<file path="src/rtl/hcvt_pkg.sv">
package hcvt_pkg;
  typedef enum logic [2:0] {
    CLS_ZERO = 3'd0,
    CLS_SUB  = 3'd1,
    CLS_NORM = 3'd2,
    CLS_INF  = 3'd3,
    CLS_QNAN = 3'd4,
    CLS_SNAN = 3'd5
  } hcls_e;
endpackage

</file>
<file path="src/rtl/hcvt_unpack.sv">
module hcvt_unpack
  import hcvt_pkg::*;
#(
  parameter int HEW = 5,
  parameter int HFW = 10
) (
  input  logic [HEW+HFW:0] half_i,
  input  logic             alt_i,
  output logic             sign_o,
  output logic [HEW-1:0]   exp_o,
  output logic [HFW-1:0]   frac_o,
  output hcls_e            cls_o
);
  localparam logic [HEW-1:0] EXP_TOP = '1;

  logic exp_zero, exp_full, frac_zero;

  always_comb begin
    sign_o    = half_i[HEW+HFW];
    exp_o     = half_i[HEW+HFW-1:HFW];
    frac_o    = half_i[HFW-1:0];
    exp_zero  = (exp_o == '0);
    exp_full  = (exp_o == EXP_TOP);
    frac_zero = (frac_o == '0);
    if (exp_zero) begin
      cls_o = frac_zero ? CLS_ZERO : CLS_SUB;
    end else if (exp_full && !alt_i) begin
      if (frac_zero)             cls_o = CLS_INF;
      else if (frac_o[HFW-1])    cls_o = CLS_QNAN;
      else                       cls_o = CLS_SNAN;
    end else begin
      cls_o = CLS_NORM;
    end
  end
endmodule

</file>
<file path="src/rtl/hcvt_lzc.sv">
module hcvt_lzc #(
  parameter int W  = 10,
  localparam int CW = $clog2(W + 1)
) (
  input  logic [W-1:0]  vec_i,
  output logic [CW-1:0] cnt_o
);
  always_comb begin
    cnt_o = CW'(W);
    for (int i = 0; i < W; i++) begin
      if (vec_i[i]) cnt_o = CW'(W - 1 - i);
    end
  end
endmodule

</file>
<file path="src/rtl/hcvt_pack.sv">
module hcvt_pack
  import hcvt_pkg::*;
#(
  parameter int HEW = 5,
  parameter int HFW = 10,
  parameter int SEW = 8,
  parameter int SFW = 23,
  localparam int CW = $clog2(HFW + 1)
) (
  input  hcls_e              cls_i,
  input  logic               sign_i,
  input  logic [HEW-1:0]     exp_i,
  input  logic [HFW-1:0]     frac_i,
  input  logic [CW-1:0]      lz_i,
  input  logic               ftz_i,
  output logic [SEW+SFW:0]   word_o,
  output logic               inv_o,
  output logic               idn_o
);
  localparam int HBIAS = (1 << (HEW - 1)) - 1;
  localparam int SBIAS = (1 << (SEW - 1)) - 1;
  localparam logic [SEW-1:0] ADJ   = SEW'(SBIAS - HBIAS);
  localparam int             PADW  = SFW - HFW;
  localparam logic [SEW-1:0] SEXPF = '1;

  logic [HFW:0]   sh;
  logic [SEW-1:0] e_out;
  logic [SFW-1:0] f_out;

  always_comb begin
    sh    = ({1'b0, frac_i} << lz_i) << 1;
    e_out = '0;
    f_out = '0;
    inv_o = 1'b0;
    idn_o = 1'b0;
    unique case (cls_i)
      CLS_ZERO: ;
      CLS_SUB: begin
        if (ftz_i) begin
          idn_o = 1'b1;
        end else begin
          e_out = ADJ - SEW'(lz_i);
          f_out = {sh[HFW-1:0], {PADW{1'b0}}};
        end
      end
      CLS_NORM: begin
        e_out = SEW'(exp_i) + ADJ;
        f_out = {frac_i, {PADW{1'b0}}};
      end
      CLS_INF: e_out = SEXPF;
      CLS_QNAN, CLS_SNAN: begin
        e_out = SEXPF;
        f_out = {1'b1, frac_i[HFW-2:0], {PADW{1'b0}}};
        inv_o = (cls_i == CLS_SNAN);
      end
      default: ;
    endcase
    word_o = {sign_i, e_out, f_out};
  end
endmodule

</file>
<file path="src/rtl/hcvt_top.sv">
module hcvt_top
  import hcvt_pkg::*;
#(
  parameter int HEW = 5,
  parameter int HFW = 10,
  parameter int SEW = 8,
  parameter int SFW = 23,
  localparam int HW = 1 + HEW + HFW,
  localparam int SW = 1 + SEW + SFW
) (
  input  logic          clk,
  input  logic          rst_n,
  input  logic          in_valid,
  input  logic [HW-1:0] in_half,
  input  logic          alt_fmt,
  input  logic          ftz_en,
  output logic          out_valid,
  output logic [SW-1:0] out_word,
  output logic [2:0]    out_class,
  output logic          out_invalid,
  output logic          out_idenorm
);
  localparam int CW = $clog2(HFW + 1);

  logic           u_sign;
  logic [HEW-1:0] u_exp;
  logic [HFW-1:0] u_frac;
  hcls_e          u_cls;
  logic [CW-1:0]  u_lz;
  logic [SW-1:0]  p_word;
  logic           p_inv, p_idn;

  hcvt_unpack #(.HEW(HEW), .HFW(HFW)) u_unpack (
    .half_i(in_half), .alt_i(alt_fmt),
    .sign_o(u_sign), .exp_o(u_exp), .frac_o(u_frac), .cls_o(u_cls)
  );

  hcvt_lzc #(.W(HFW)) u_lzc (.vec_i(u_frac), .cnt_o(u_lz));

  hcvt_pack #(.HEW(HEW), .HFW(HFW), .SEW(SEW), .SFW(SFW)) u_pack (
    .cls_i(u_cls), .sign_i(u_sign), .exp_i(u_exp), .frac_i(u_frac),
    .lz_i(u_lz), .ftz_i(ftz_en),
    .word_o(p_word), .inv_o(p_inv), .idn_o(p_idn)
  );

  // next-state logic
  logic vld_d, inv_d, idn_d;
  always_comb begin
    vld_d = in_valid;
    inv_d = in_valid & p_inv;
    idn_d = in_valid & p_idn;
  end

  // control registers with reset
  always_ff @(posedge clk or negedge rst_n) begin
    if (!rst_n) begin
      out_valid   <= 1'b0;
      out_invalid <= 1'b0;
      out_idenorm <= 1'b0;
    end else begin
      out_valid   <= vld_d;
      out_invalid <= inv_d;
      out_idenorm <= idn_d;
    end
  end

  // datapath registers, loaded only when an operand is accepted
  always_ff @(posedge clk) begin
    if (in_valid) begin
      out_word  <= p_word;
      out_class <= u_cls;
    end
  end

  // strobe follows input valid with one cycle of latency
  a_r9_valid_lat: assert property (@(posedge clk) disable iff (!rst_n)
    in_valid |=> out_valid);
  a_r9_idle_lat: assert property (@(posedge clk) disable iff (!rst_n)
    !in_valid |=> !out_valid);
  // flags are quiet when no result is presented
  a_r9_flags_idle: assert property (@(posedge clk) disable iff (!rst_n)
    !out_valid |-> (!out_invalid && !out_idenorm));
  // a signaling NaN comes out quiet and flagged
  a_r4_snan_quiet: assert property (@(posedge clk) disable iff (!rst_n)
    (out_valid && out_class == 3'(CLS_SNAN)) |-> (out_word[SFW-1] && out_invalid));
  // flushing yields a signed zero and the flag
  a_r7_flush_zero: assert property (@(posedge clk) disable iff (!rst_n)
    (in_valid && ftz_en && in_half[HW-2:HFW] == '0 && in_half[HFW-1:0] != '0)
    |=> (out_word[SW-2:0] == '0 && out_idenorm
         && out_word[SW-1] == $past(in_half[HW-1])));
  // alternative encoding has no special classes
  a_r5_alt_plain: assert property (@(posedge clk) disable iff (!rst_n)
    (in_valid && alt_fmt) |=> (out_class <= 3'(CLS_NORM) && !out_invalid));
endmodule

</file>
<file path="config.mk">
export PLATFORM = sky130hd
export DESIGN_NAME = hcvt_top
export DESIGN_NICKNAME = d
export VERILOG_FILES = /design/src/rtl/hcvt_pkg.sv /design/src/rtl/hcvt_unpack.sv /design/src/rtl/hcvt_lzc.sv /design/src/rtl/hcvt_pack.sv /design/src/rtl/hcvt_top.sv
export SDC_FILE = /design/constraint.sdc
export NUM_CORES = 1
export LEC_CHECK = 0
export BUFFER_PORTS_ARGS = -buffer_cell sky130_fd_sc_hd__buf_4
export CORE_MARGIN = 2
export CORE_UTILIZATION = 45
export CTS_BUF_LIST = sky130_fd_sc_hd__clkbuf_4 sky130_fd_sc_hd__clkbuf_8
export CTS_CLUSTER_DIAMETER = 100
export CTS_CLUSTER_SIZE = 20
export DETAILED_ROUTE_END_ITERATION = 10
export GPL_TIMING_DRIVEN = 1
export PLACE_DENSITY = 0.72
export SETUP_SLACK_MARGIN = 0.2
export SLEW_MARGIN = 20
export SYNTH_ARGS = -nofsm -noshare
export SYNTH_HDL_FRONTEND = slang
export SYNTH_SLANG_ARGS = --single-unit
</file>
<file path="constraint.sdc">
create_clock -name clk -period 0.8 [get_ports clk]
set_clock_uncertainty 0.1 [all_clocks]
set_input_delay 0 -clock clk [delete_from_list [all_inputs] [get_ports clk]]
set_output_delay 0 -clock clk [all_outputs]
set_load 0.05 [all_outputs]
</file>
==> results of run 1 <==
==> cell type report <==
cell class              instances  share of cell area [%]
inverters                       7                    1.26
well taps                      46                    2.00
clock buffers                   4                    1.04
flip-flops and latches         24                    24.7
multi-input cells             126                    34.7
repair buffers                111                    36.4
==> kinds of logic after synthesis <==
logic type | synth area share, %
multiplexers | 1.30
buffers and inverters | 12.2
AO/OA/AOI/OAI | 23.3
flip-flops | 43.2
XOR/XNOR | 0.536
AND/OR/NAND/NOR | 18.5
other | 0.229
adder cells (fa/ha/maj) | 0.766
==> cells in the mapped netlist, types with 2 or more instances <==
cell type and instances:
edfxtp_1 21, o21ai_0 5, nor3_1 6, o22ai_1 2, inv_1 7, o21a_1 2
a22o_2 3, o31a_2 2, buf_6 2, a211oi_1 4, nand2_1 17, clkbuf_1 4
a21oi_1 12, and2_1 4, dfrtp_1 3, nand3_1 3, a221o_1 2, a21o_1 3
nor2_1 14, buf_4 16, o31ai_1 2, buf_2 3, or2_2 2, o221ai_1 2
a221oi_1 2
==> power by group through the flow <==
stage / logic, mW / registers, mW / clock network, mW
CTS: 1.42 / 1.51 / 0.559
floorplan: 0.551 / 1.84 / 0
global route: 1.61 / 1.51 / 0.627
detailed placement: 1.26 / 1.52 / 0
global placement: 1.25 / 1.51 / 0
finish: 1.53 / 1.51 / 0.569
==> worst paths after layout <==
check	depth (start not counted)	to	slack (ns)
worst max-delay path	10	out_word[22]	-0.74
max in group asynchronous	2	out_invalid	0.60
worst min-delay path	1	out_word[31]	-0.24
min in group asynchronous	2	out_valid	-0.10
==> per-layer routing <==
layer | routed length, um | track usage (%) | part of all wire (%)
met5 | 0 | 0 | 0
met4 | 184 | 9.57 | 3.6
met3 | 234 | 3.52 | 4.6
met2 | 2720 | 42.3 | 53
met1 | 1950 | 27.4 | 38
==> stage by stage <==
step / total power [mW] / hold slack [ns] / TNS [ns] / util, %
after global routing: 3.75 / -0.259 / -18.01 / 84.2
after CTS: 3.49 / -0.234 / -14.78 / 78.3
after detailed placement: 2.77 / -0.310 / -17.35 / 68.2
after global placement: 2.76 / -0.312 / -17.01 / 68.2
final: 3.60 / -0.243 / -16.08 / 84.2
after floorplan: 2.39 / -0.396 / -13.95 / -
==> sequential cells by signal (all words and copies together) (netlist names) <==
signal       flops
out_class        3
out_word        18
out_idenorm      1
out_valid        1
out_invalid      1
==> timing repair <==
| item | CTS | global route |
|---|---|---|
| pin swaps | 12 | 23 |
| setup endpoints to repair | 46 | 46 |
| setup buffers | 8 | 9 |
| resized for setup | 63 | 38 |
| hold endpoints to repair | 24 | 30 |
==> results.md, run 1 <==
Finish:
- The most common library cell in the layout ignoring fill and taps is buf_4.
- The post-route netlist has between 60% and 70% of its cells at a drive strength greater than 1.
- Summing all flip-flop and latch instances after layout gives roughly 700 um2.
- 0 antenna diodes ended up in the layout.
- From synthesis to final layout, the design area changed by 76.1%.
- Leaving out fill and tap cells, the most frequent cells in the layout are buf_4, buf_6, edfxtp_1.
- The net count of the finished layout is 295.
- The post-route standard cell area excluding fillers is around 0.0029 mm2.
- The number of fillers in the final layout is about 200.
- The area of the multi-input gates is 997 um2.
- The finished layout holds 318 standard cells, fillers aside.

Clock network:
- TritonCTS built the clock tree.
- The number of buffers inserted during clock tree synthesis is 3.
- The root buffer cell is clkbuf_4.
- The clock net in this run drives a total of 24 sinks.
- In this run the number of H-tree levels came out at 1.
- The clock-pin transition on the worst setup and hold timing paths is ~0.12 ns.
- Buffers inserted to repair hold after CTS numbered 1.
- The clock passes through at most 2 buffers.

Route:
- The detailed-routing iteration count for the pre-antenna-repair pass is 6.
- For this block, the routed nets add up to 5090 um of wire.
- The via total after detailed routing is 1715.
- After detailed routing, the number of remaining DRC violations is 0.
- The average detailed-routed wire length per instance is 16.0 um.
- The residual antenna-violating net count after detailed routing is 0.
- The average via count per standard cell is 5.39.
- The starting DRC count in detailed routing is 81.

Worst setup path:
- Along the worst path, the maximum fanout reaches 4.
- The critical setup path kind is in -> reg.
- By instance count, the cell type seen most on the critical path is buf_6.
- Among all stages on the critical path, the largest delay is contributed by nor4_4.
- Together, buffers and inverters on the worst path number 4.
- The required time reported for the critical path endpoint is 0.77 ns.
- The kind of cell with the highest combined delay along the critical path is simple AND/OR/NAND/NOR gates.
- The timing startpoint of the critical path is in_half[8].
- STA classifies the critical path endpoint as a register.
- The longest individual stage delay on the worst path is around 0.3 ns.
- The data arrival time of the worst path is 1.51 ns.
- The element type at the critical path start is an input pin.
- Walking the worst path, the cells encountered are buf_8 -> nor4_4 -> nand2_2 -> buf_4 -> buf_6 -> nor3_4 -> buf_6 -> nor2_1 -> a21oi_1 -> o31ai_2.

Logic synthesis:
- The number of enable-type register cells in the synthesized netlist is 21.
- The register bit total from synthesis is 24.
- The Yosys step of the flow raised 0 warnings.
- The post-synthesis cell count is between 150 and 200.
- The mapped netlist covers between 0.0015 and 0.002 mm2.
- The share of synthesized area in the top cell type comes to 38.6%.
- A synthesized cell averages 9.61 um2.
- For this run, asynchronously set or reset flops after synthesis account for 12.5%.
- In this run, distinct cell masters in the synthesized netlist total 52.
- Sorting the synthesized cells by area gives the leading types as edfxtp_1, buf_4, dfrtp_1.
- The flip-flop cell with the highest count after synthesis is edfxtp_1.
- Sequential elements use 43.2% of the synthesized area.
- edfxtp_1 takes more of the synthesized area than any other cell.

Floorplan:
- The die covers ~0.0041 mm2.
- The horizontal die dimension is 64.3 um.
- The count of pins on the block boundary is 59.
- The die span in y is 64.3 um.
- The starting density of the core is 47.8%.
- The core region is between 0.003 and 0.004 mm2.
- Row generation in the floorplan step produced 21 rows.

Power:
- The maximum ir drop on the vdd rail is 660 uV.
- The reported net switching power is 1.29 mW.
- The internal power contribution is 2.31 mW.
- For this design the ratio of total power to cell area is 1250 mW/mm2.
- The fraction of power spent switching nets is 35.9%.
- The fraction of power consumed by the clock network is 15.8%.
- The analysis attributes to cell leakage a power of 1.27 nW.
- The relative contribution of sequential cells to total power is 41.8%.
- The combinational cell fraction of total power is ~43%.

Global routing:
- The global-route usage over all layers is 23.4%.
- The number of global-route vias before repair was about 1.7k.
- Entering global routing, the biggest net connects 25 pins.
- The first global-routing pass estimated 7560 um of wire.
- The number of antenna violations at the first check in global routing is 0.
- Global routing finished with a remaining overflow of 0.

Worst hold path:
- In this run the worst hold path is classified as in -> reg.
- In this run the most critical hold path is launched from in_half[15].

STA:
- Setup repair after global routing could not meet its margin everywhere.
- The count of pins over their slew limit is 0.
- The post-layout worst setup margin is -0.740 ns.
- The number of failing setup endpoints in the final timing report is 45.
- The worst hold slack is -0.243 ns.
- The final count of hold timing violations is 31.
- For the finished layout, the period the worst path requires is 1.54 ns.
- The timing-limited maximum frequency is 649 MHz.
- After layout, the worst path uses 193% of the clock period.

Placement:
- The weighted congestion at the end of routability-driven global placement is 0.867.
- Port buffering added 45 buffers.
- The total cell area at the placement stage is between 0.002 and 0.0025 mm2.
- The placed cell count is 296.
- Timing analysis after detailed placement gives a worst setup slack of -1.04 ns.
- The half-perimeter wire length of the detailed placement result is 3340 um.

Outcome:
- The run finished, with violations left.
- The checks that failed: negative hold slack, negative setup slack.

Job:
- The tool flagged a number of max-cap violations equal to 0.
Power figures use the tool's default switching activity.
==> run 2, diff against run 1 <==
--- a/config.mk
+++ b/config.mk
@@ -13,9 +13,10 @@
 export CTS_CLUSTER_SIZE = 20
 export DETAILED_ROUTE_END_ITERATION = 10
 export GPL_TIMING_DRIVEN = 1
-export PLACE_DENSITY = 0.72
+export PLACE_DENSITY = 0.68
 export SETUP_SLACK_MARGIN = 0.2
 export SLEW_MARGIN = 20
 export SYNTH_ARGS = -nofsm -noshare
 export SYNTH_HDL_FRONTEND = slang
+export SYNTH_HIERARCHICAL = 1
 export SYNTH_SLANG_ARGS = --single-unit
==> results.md, run 2 <==
Outcome:
- The flow ran to the end, but the final reports show violations.
- The checks that failed: negative hold slack, negative setup slack.

Global routing:
- The total congestion overflow after global routing is 0 (unchanged).
- The global-route usage over all layers is 18.9% (-4.4 points).
- The number of antenna violations at the first check in global routing is 0 (unchanged).
- The global-route wire length before repair was 7680 um (+1.5%).
- The number of global-route vias before repair came to 1706 (+3.0%).
- The pin count of the biggest net entering global routing is 17 (-32%).

Logic synthesis:
- The sequential-to-total area share from yosys stat is 52.3% (+9.1 points).
- The area of the mapped netlist was 0.00215 mm2 (+32%).
- The cell with the most instances after synthesis is edfxtp_1.
- The commonest cells after synthesis are edfxtp_1, buf_4, nor2_1, nand2_1, mux2i_1.
- In the synthesized netlist the dominant register cell turns out to be edfxtp_1.
- The number of distinct standard cells referenced by the synthesized netlist is 45 (-13%).
- The cell accounting for the most synthesized area is edfxtp_1.
- In the post-synthesis netlist, the biggest area contributors are edfxtp_1, buf_4, mux2i_1.
- The post-synthesis cell count is 193 (+14%).
- The fraction of registers with async set/reset is 7.89% (-4.6 points).
- The number of enable-type register cells in the synthesized netlist came to 35 (+67%).
- The fraction of synthesized cell area taken by the top area cell type came to 48.8% (+10 points).
- The average footprint of a synthesized cell is 11.2 um2 (+16%).
- The number of warnings reported in the yosys synthesis log came to 6 (+6).
- The register bit total from synthesis came to 38 (+58%).

Power:
- The fraction of power spent switching nets is 27.5% (-8.4 points).
- The internal power contribution came to 4.48 mW (+94%).
- The total design power came to 6.18 mW (+71%).
- The reported net switching power is 1.70 mW (+32%).
- The maximum ir drop on the vdd rail is 962 uV (+46%).
- The power density over cell area was 1690 mW/mm2 (+35%).
- The fraction of power consumed by the clock network was 31.9% (+16 points).
- The combinational cell fraction of total power is 29.0% (-14 points).
- The relative contribution of sequential cells to total power is 39.2% (-2.6 points).
- The static leakage is 1.58 nW (+24%).

Finish:
- The area growth from synthesis to layout is 69.4%.
- The final-stage net count was 333 (+13%).
- The footprint of the flip-flops and latches is 0.00113 mm2 (+59%).
- The area of the multi-input gates is 982 um2 (-1.5%).
- The flip-flop count of the largest register after layout is 32 (+14).
- The most common library cell in the layout ignoring fill and taps is buf_4.
- The number of fillers in the final layout is 286 (+46%).
- The utilization after layout came to 78.2% (-6.0 points).
- In the final layout, the registers with the most flip-flops are out_word (32), out_class (3).
- The register with the most flip-flops in the final layout is out_word.
- The post-route standard cell area excluding fillers is 0.00365 mm2 (+27%).
- The ratio of cells with drive above 1 in the final layout is 59.0% (-2.1 points).
- The final antenna diode count is 0 (unchanged).
- The library cells used most frequently in the layout, excluding fill and tap cells, are buf_4, buf_6, edfxtp_1.

Floorplan:
- The starting density of the core is 46.2% (-1.7 points).
- The standard-cell row count is 25 (+19%).
- The count of pins on the block boundary is 59 (unchanged).
- The area enclosed by the die boundary is 0.00535 mm2 (+30%).
- The placeable core area is 0.00466 mm2 (+36%).
- The horizontal die dimension is 73.2 um (+14%).
- The die span in y came to 73.2 um (+14%).

Worst hold path:
- The worst hold path stage count is 1 (unchanged).
- In this run the worst hold path is classified as in -> reg.

Route:
- The number of design rule violations left after detail routing came to 0 (unchanged).
- The residual antenna-violating net count after detailed routing is 0 (unchanged).
- The starting DRC count in detailed routing came to 77 (-4.9%).
- The average via count per standard cell came to 4.99 (-7.4%).
- The average detailed-routed wire length per instance was 14.0 um (-12%).
- The detailed-routing iteration count for the pre-antenna-repair pass was 4 (-2).
- The total wire length after detailed routing is 5140 um (+0.98%).
- The via total after detailed routing is 1827 (+6.5%).

Clock network:
- The largest buffer count on any clock path was 2 (unchanged).
- TritonCTS built the clock tree.
- The number of hold-repair buffers added at the cts stage is 1 (unchanged).
- The clock-pin transition on the worst setup and hold timing paths is 0.07 ns (-0.05 ns).
- The count of H-tree levels built during CTS came to 2 (+1).
- The number of buffers inserted during clock tree synthesis is 5 (+2).
- The tree is rooted in a clkbuf_8.
- The number of clock sinks is 38 (+58%).

STA:
- The sum of negative setup slack is -23.87 ns (-7.79 ns).
- The final critical-path required period came to 1.81 ns (+0.267 ns).
- The timing-limited maximum frequency is 553 MHz (-15%).
- The number of failing setup endpoints in the final timing report was 61 (+36%).
- The share of the clock period used by the worst path is 226% (+33 points).
- Setup repair after global routing could not meet its margin everywhere.
- The worst hold slack is -0.205 ns (+0.0375 ns).
- The final count of hold timing violations was 12 (-61%).
- The post-layout worst setup margin came to -1.01 ns (-0.267 ns).
- The count of pins over their slew limit came to 0 (unchanged).

Worst setup path:
- The critical setup path kind is in -> reg.
- The top fanout value on the critical path is 8 (+4).
- The cell repeated most along the worst path is buf_6.
- The slowest stage of the critical path is the or4_4 cell.
- The longest individual stage delay on the worst path is 0.54 ns (+0.24 ns).
- The element type at the critical path end is a register.
- The element type at the critical path start is an input pin.
- The signal on the critical path passes through buf_6 -> or4_4 -> nor2_4 -> a22o_1 -> or4b_4 -> nor3_4 -> buf_6 -> a32o_1.
- The required time reported for the critical path endpoint came to 0.85 ns (+0.08 ns).
- The data arrival time of the worst path is 1.86 ns (+0.35 ns).

Placement:
- The half-perimeter wire length of the detailed placement result is 3490 um (+4.6%).
- The number of input and output port buffers inserted is 58 (+29%).
- The total cell area at the placement stage was 0.00295 mm2 (+27%).
- The weighted congestion at the end of routability-driven global placement is 0.874 (+0.84%).

Job:
- The max-cap check violation count is 0 (unchanged).
-- run 2: changes by cell type after synthesis, sizes merged, moves of 3 or more --
cell and delta:
nand2 -5, mux2i +8, o21bai +3, buf +13
nand2b +4, o21a -3, nor2 +5, edfxtp +14
or2 -3, nand3 +5, nor3 -5, a21o -4
a21oi -5
-- run 2: final cells by class --
cell class	instances	share of cell area (%)
repair buffers	136	35.5
inverters	6	0.824
clock inverters	2	1.65
multi-input cells	124	26.9
flip-flops and latches	38	31.0
clock buffers	6	2.26
well taps	54	1.85
-- run 2: timing repair --
item	4_1_cts	5_1_grt
endpoints found under the setup margin	61	61
hold endpoints to repair	12	12
pin swaps	23	26
setup buffers	15	6
resized for setup	71	27
-- run 2: power by group through the flow --
stage	Combinational, mW	Clock, mW	Sequential, mW
2_1_floorplan	0.424	0	2.98
3_3_place_gp	1.50	0	2.43
3_5_place_dp	1.52	0	2.44
4_1_cts	1.71	2.00	2.42
5_1_grt	1.88	2.10	2.43
6_report	1.79	1.97	2.42
-- run 2: per-layer routing --
| layer | GRT usage, % | wire length [um] |
|---|---|---|
| met3 | 3.18 | 225 |
| met1 | 24.0 | 2140 |
| met2 | 32.3 | 2760 |
| met4 | 6.79 | 14 |
| met5 | 0 | 0 |
-- run 2: cells by family (layout without fill, tap and decap cells) --
logic type	after synthesis	count (layout)	share of synthesized area [%]
buffers and inverters	43	150	13.2
multiplexers	10	10	4.71
flip-flops	38	38	52.3
AO/OA/AOI/OAI	37	37	12.6
other	1	13	0.174
AND/OR/NAND/NOR	62	62	16.0
adder cells (fa/ha/maj)	1	1	0.581
XOR/XNOR	1	1	0.407
-- run 2: worst paths after layout --
kind / to / start / slack (ns)
max: out_word[17] / in_half[11] / -1.01
min: out_word[31] / in_half[15] / -0.21
max in group asynchronous: out_invalid / rst_n / 0.56
min in group asynchronous: out_valid / rst_n / -0.07
-- run 2: worst max-delay path: cells and delay by family --
| kind | cells | cell delay, ns |
|---|---|---|
| and+or+nand+nor | 4 | 1.30 |
| AOI/OAI and AO/OA | 2 | 0.32 |
| buffers and inverters | 2 | 0.24 |
-- run 2: metrics by stage --
| step | std cells | setup slack [ns] |
|---|---|---|
| 2_1_floorplan | 205 | -1.24 |
| 3_3_place_gp | 336 | -1.37 |
| 3_5_place_dp | 336 | -1.38 |
| 4_1_cts | 360 | -1.04 |
| 5_1_grt | 366 | -1.05 |
| 6_report | 366 | -1.01 |
